<file path="src/rtl/alu_pkg.sv">
package alu_pkg;

  typedef enum logic [1:0] {
    OP_ADD = 2'b00,
    OP_SUB = 2'b01,
    OP_AND = 2'b10,
    OP_OR  = 2'b11
  } alu_op_e;

  // Arithmetic codes are those with the top code bit clear.
  function automatic logic op_is_arith(input logic [1:0] op);
    return ~op[1];
  endfunction

endpackage

</file>
<file path="src/rtl/alu_arith.sv">
module alu_arith #(
  parameter int W        = 3,
  parameter bit SUBTRACT = 1'b0
) (
  input  logic [W-1:0] x,
  input  logic [W-1:0] y,
  output logic [W-1:0] val,
  output logic         top_bit
);
  localparam int WX = W + 1;

  function automatic logic [WX-1:0] wide_add(input logic [W-1:0] p, input logic [W-1:0] q);
    return {1'b0, p} + {1'b0, q};
  endfunction

  function automatic logic [WX-1:0] wide_sub(input logic [W-1:0] p, input logic [W-1:0] q);
    return {1'b0, p} - {1'b0, q};
  endfunction

  logic [WX-1:0] wide;

  generate
    if (SUBTRACT) begin : g_sub
      assign wide = wide_sub(x, y);
    end else begin : g_add
      assign wide = wide_add(x, y);
    end
  endgenerate

  assign val     = wide[W-1:0];
  assign top_bit = wide[W];
endmodule

</file>
<file path="src/rtl/alu_bitwise.sv">
module alu_bitwise #(
  parameter int W      = 3,
  parameter bit USE_OR = 1'b0
) (
  input  logic [W-1:0] x,
  input  logic [W-1:0] y,
  output logic [W-1:0] val
);
  generate
    if (USE_OR) begin : g_or
      assign val = x | y;
    end else begin : g_and
      assign val = x & y;
    end
  endgenerate
endmodule

</file>
<file path="src/rtl/small_alu.sv">
module small_alu #(
  parameter int W = 3
) (
  input  logic [W-1:0] a_in,
  input  logic [W-1:0] b_in,
  input  logic [1:0]   op_sel,
  output logic [W-1:0] result,
  output logic         carry_flag
);
  import alu_pkg::*;

  // Named sub-unit outputs, visible to the bound checker.
  logic [W-1:0] add_val, sub_val, and_val, or_val;
  logic         add_cy, sub_brw;

  alu_arith #(.W(W), .SUBTRACT(1'b0)) u_add (
    .x(a_in), .y(b_in), .val(add_val), .top_bit(add_cy));

  alu_arith #(.W(W), .SUBTRACT(1'b1)) u_sub (
    .x(a_in), .y(b_in), .val(sub_val), .top_bit(sub_brw));

  alu_bitwise #(.W(W), .USE_OR(1'b0)) u_and (
    .x(a_in), .y(b_in), .val(and_val));

  alu_bitwise #(.W(W), .USE_OR(1'b1)) u_or (
    .x(a_in), .y(b_in), .val(or_val));

  // Output selection; every code drives both outputs.
  always_comb begin
    case (alu_op_e'(op_sel))
      OP_ADD:  begin result = add_val; carry_flag = add_cy;  end
      OP_SUB:  begin result = sub_val; carry_flag = sub_brw; end
      OP_AND:  begin result = and_val; carry_flag = 1'b0;    end
      default: begin result = or_val;  carry_flag = 1'b0;    end
    endcase
  end
endmodule

</file>
<file path="config.mk">
export PLATFORM = sky130hd
export DESIGN_NAME = small_alu
export DESIGN_NICKNAME = d
export VERILOG_FILES = /design/src/rtl/alu_pkg.sv /design/src/rtl/alu_arith.sv /design/src/rtl/alu_bitwise.sv /design/src/rtl/small_alu.sv
export SDC_FILE = /design/constraint.sdc
export NUM_CORES = 1
export LEC_CHECK = 0
export BUFFER_PORTS_ARGS = -buffer_cell sky130_fd_sc_hd__clkbuf_2
export CAP_MARGIN = 0
export CELL_PAD_IN_SITES_DETAIL_PLACEMENT = 1
export CELL_PAD_IN_SITES_GLOBAL_PLACEMENT = 2
export CORE_AREA = 2 2 39 41
export DETAILED_ROUTE_END_ITERATION = 8
export DIE_AREA = 0 0 41 43
export MAX_ROUTING_LAYER = met4
export PLACE_DENSITY = 0.75
export REMOVE_ABC_BUFFERS = 1
export SETUP_SLACK_MARGIN = 0.2
export SYNTH_ARGS = -nofsm -noshare
export SYNTH_HDL_FRONTEND = slang
export SYNTH_SLANG_ARGS = --single-unit
export TNS_END_PERCENT = 100
</file>
<file path="constraint.sdc">
create_clock -name vclk -period 1.7
set_input_delay 0.085 -clock vclk [all_inputs]
set_output_delay 0.085 -clock vclk [all_outputs]
set_load 0.02 [all_outputs]
</file>
==> summary by stage <==
Outcome
The flow ran to the end, and the final reports show no timing, DRC or antenna violations.

Run
Max-cap violations in this run came to 0.

Timing
The post-layout minimum cycle time is about 1600 ps. The maximum frequency from static timing analysis is about 640 MHz. The post-route setup TNS is 0 ps. The final-report max-slew violation count is 0. The transition at the pin with the smallest max-transition slack is 255 ps. The setup-violating endpoint count in the final report is 0. In this run the tightest slew margin relative to its limit is 82.8%. The final hold violation count is 0.

After layout, the worst path uses around 93% of the clock period. Setup repair after global routing could not meet its margin everywhere.

Worst setup path
Counting both buffers and inverters, the worst setup path holds a total of 4. The kind of cell with the highest combined delay along the critical path is adder cells. Following the worst setup path forward leads to its endpoint at result[1].

Walking the worst path, the cells encountered are clkbuf_8, inv_4, ha_4, inv_2, fa_1, mux4_2, buf_8. The slowest stage of the critical path belongs to the cell sky130_fd_sc_hd__mux4_2. The kind of critical path is in -> out.

The data arrival time at the worst-slack endpoint is ~1500 ps. Along the worst path, the maximum fanout reaches 2. STA classifies the critical path startpoint as an input port. The critical path endpoint category is an output port. The instance count on the critical path is 7. STA puts the critical path data required time at between 1500 and 2000 ps. The largest single stage delay on the critical path is 490 ps. The origin of the worst setup path is a_in[0].

Floorplan
The die height is approximately 43 um. The initial core utilization is approximately 24%. The area of the die is around 1800 um^2.

The standard-cell row count is 14. The floorplan step set the die width to between 40 and 50 um. The I/O pin total is 12. The area of the core is between 1000 and 1500 um^2.

Logic synthesis
In the post-synthesis netlist, the biggest area contributors are sky130_fd_sc_hd__ha_1, sky130_fd_sc_hd__inv_1, sky130_fd_sc_hd__fa_1, sky130_fd_sc_hd__mux4_1, sky130_fd_sc_hd__mux2i_1. The cell taking the most area after synthesis is sky130_fd_sc_hd__ha_1. The cell area after technology mapping is ~340 um^2. Of the synthesized area, sequential elements account for 0%. Sorting the synthesized cells by how often they occur yields sky130_fd_sc_hd__inv_1, sky130_fd_sc_hd__ha_1. Dividing the synthesized area by the synthesized cell count gives between 8 and 9 um^2. sky130_fd_sc_hd__inv_1 is the most common cell in the netlist. After synthesis, the largest area contributor takes up 33.5% of total cell area. The post-synthesis cell type count is 17. The post-synthesis instance total is 39.

Yosys printed 0 warnings.

Finish
The final net count is 73. The count of clock buffers in the final design is 0. The final sequential cell count is 0. The antenna cell count is 0. The share of final-layout standard cells stronger than drive strength 1 is 40.4%. After filler insertion, the fill cell instance count of the layout stands at between 150 and 200. The area occupied by registers is 0 um^2. The layout overhead on the synthesized area is 40.1%. Excluding fillers, the count of instances in the completed layout stands at 68. The final core area utilization is about a third.

Place
Counting tap cells, the placed design contains a total of 67 instances. The HPWL after detailed placement is 572 um. At the end of routability-driven placement, the weighted congestion stood at between 0.7 and 0.8. The count of buffers inserted at the top-level ports is 12.

Global routing
The number of global-route vias before repair is approximately 300. The first global-routing pass estimated between 1 and 1.5 mm of wire. The total routing usage reported by global routing is under 10%. The remaining global-route overflow is 0. The pin count of the biggest net entering global routing is 11. The number of antenna violations at the first check in global routing is 0.

Route
The final routed wire length divided by cell count is about 9.5 um. The overall routed net length is about 650 um. The antenna violation net count after detailed routing is 0. The number of iterations in the first detailed-routing pass is 2.

The post-detailed-route via-to-cell ratio is ~4.3. Detailed routing inserted a total of 290 vias. After detailed routing, the number of remaining DRC violations is 0. The initial DRC count is 1.

Power and ir drop
The maximum ir drop on the vdd rail is 0.0822 mV. The static leakage is ~0.24 nW. The power per standard cell area is approximately 280 nW/um^2.

Min path
In this run the worst hold path is classified as in -> out.
==> where the power goes <==
part	switching, mW	leakage, nW	internal (mW)
logic	0.0667	0.242	0.0662
registers	0	0	0
clock network	0	0	0
total	0.0667	0.242	0.0662
==> cell usage in the layout (no fill, tap or decap) <==
master,synthesis,layout
sky130_fd_sc_hd__a21oi_1,2,2
sky130_fd_sc_hd__buf_2,0,1
sky130_fd_sc_hd__buf_4,0,3
sky130_fd_sc_hd__buf_6,1,1
sky130_fd_sc_hd__buf_8,0,1
sky130_fd_sc_hd__clkbuf_2,0,7
sky130_fd_sc_hd__clkbuf_8,0,1
sky130_fd_sc_hd__fa_1,2,2
sky130_fd_sc_hd__ha_1,9,7
sky130_fd_sc_hd__ha_4,0,2
sky130_fd_sc_hd__inv_1,11,8
sky130_fd_sc_hd__inv_2,0,2
sky130_fd_sc_hd__inv_4,0,1
sky130_fd_sc_hd__mux2_2,1,1
sky130_fd_sc_hd__mux2i_1,2,2
sky130_fd_sc_hd__mux4_2,0,1
sky130_fd_sc_hd__nand2_1,1,1
sky130_fd_sc_hd__nand2b_1,1,1
sky130_fd_sc_hd__nand3b_1,1,1
sky130_fd_sc_hd__nor2_1,1,1
sky130_fd_sc_hd__nor4b_1,1,1
sky130_fd_sc_hd__o21ai_0,2,2
sky130_fd_sc_hd__o21ai_1,1,1
sky130_fd_sc_hd__o311a_1,1,1
sky130_fd_sc_hd__xnor2_1,1,1
==> routing by layer <==
metal	GRT usage (%)	share of wire, %
met5	-	0
met4	0	0
met3	0	6.0
met2	16.9	51
met1	9.58	42
==> cell type report <==
class | count | area (um^2) | area share (%)
Timing Repair Buffer | 14 | 103 | 21.8
Inverter | 11 | 43.8 | 9.28
Tap cell | 16 | 20.0 | 4.24
Multi-Input combinational cell | 27 | 305 | 64.7
==> cells by family after synthesis <==
kind of cell / Yosys count / share of synthesized area (%)
AO/OA/AOI/OAI: 6 / 10.4
XOR/XNOR: 1 / 2.60
adder cells (fa/ha/maj): 11 / 45.4
buffers and inverters: 12 / 15.6
multiplexers: 4 / 17.1
AND/OR/NAND/NOR: 5 / 8.92
==> tightest hold or removal path: cells and delay by family <==
kind            cells  cell delay (ps)
compound gates      1               90
buf+inv             2              310
==> metrics by stage <==
| stage | hold slack, ps | power [mW] | cell area [um^2] | worst slack [ps] |
|---|---|---|---|---|
| 2_1_floorplan | 315 | 0.0718 | 325 | 235 |
| 3_3_place_gp | 563 | 0.111 | 413 | 74.1 |
| 3_5_place_dp | 575 | 0.113 | 413 | 16.0 |
| 4_1_cts | 583 | 0.129 | 464 | 76.9 |
| 5_1_grt | 592 | 0.151 | 472 | 75.4 |
| 6_report | 570 | 0.133 | 472 | 127 |
==> worst min-delay path by stage <==
stage               startpoint    endpoint  slack (ps)  cells after the start
floorplan            op_sel[1]  carry_flag         310                      1
global placement     op_sel[1]   result[2]         560                      3
detailed placement   op_sel[1]  carry_flag         570                      3
CTS                  op_sel[1]  carry_flag         580                      3
global route         op_sel[1]  carry_flag         590                      3
finish               op_sel[1]  carry_flag         570                      3
==> what timing repair did <==
item / in CTS / in global routing
hold endpoints to repair: 0 / 0
pin swaps: 2 / 1
buffers inserted: 1 / 0
endpoints found under the setup margin: 1 / 2
gates resized for setup: 12 / 7
hold buffers: 0 / 0
Power figures use the tool's default switching activity.
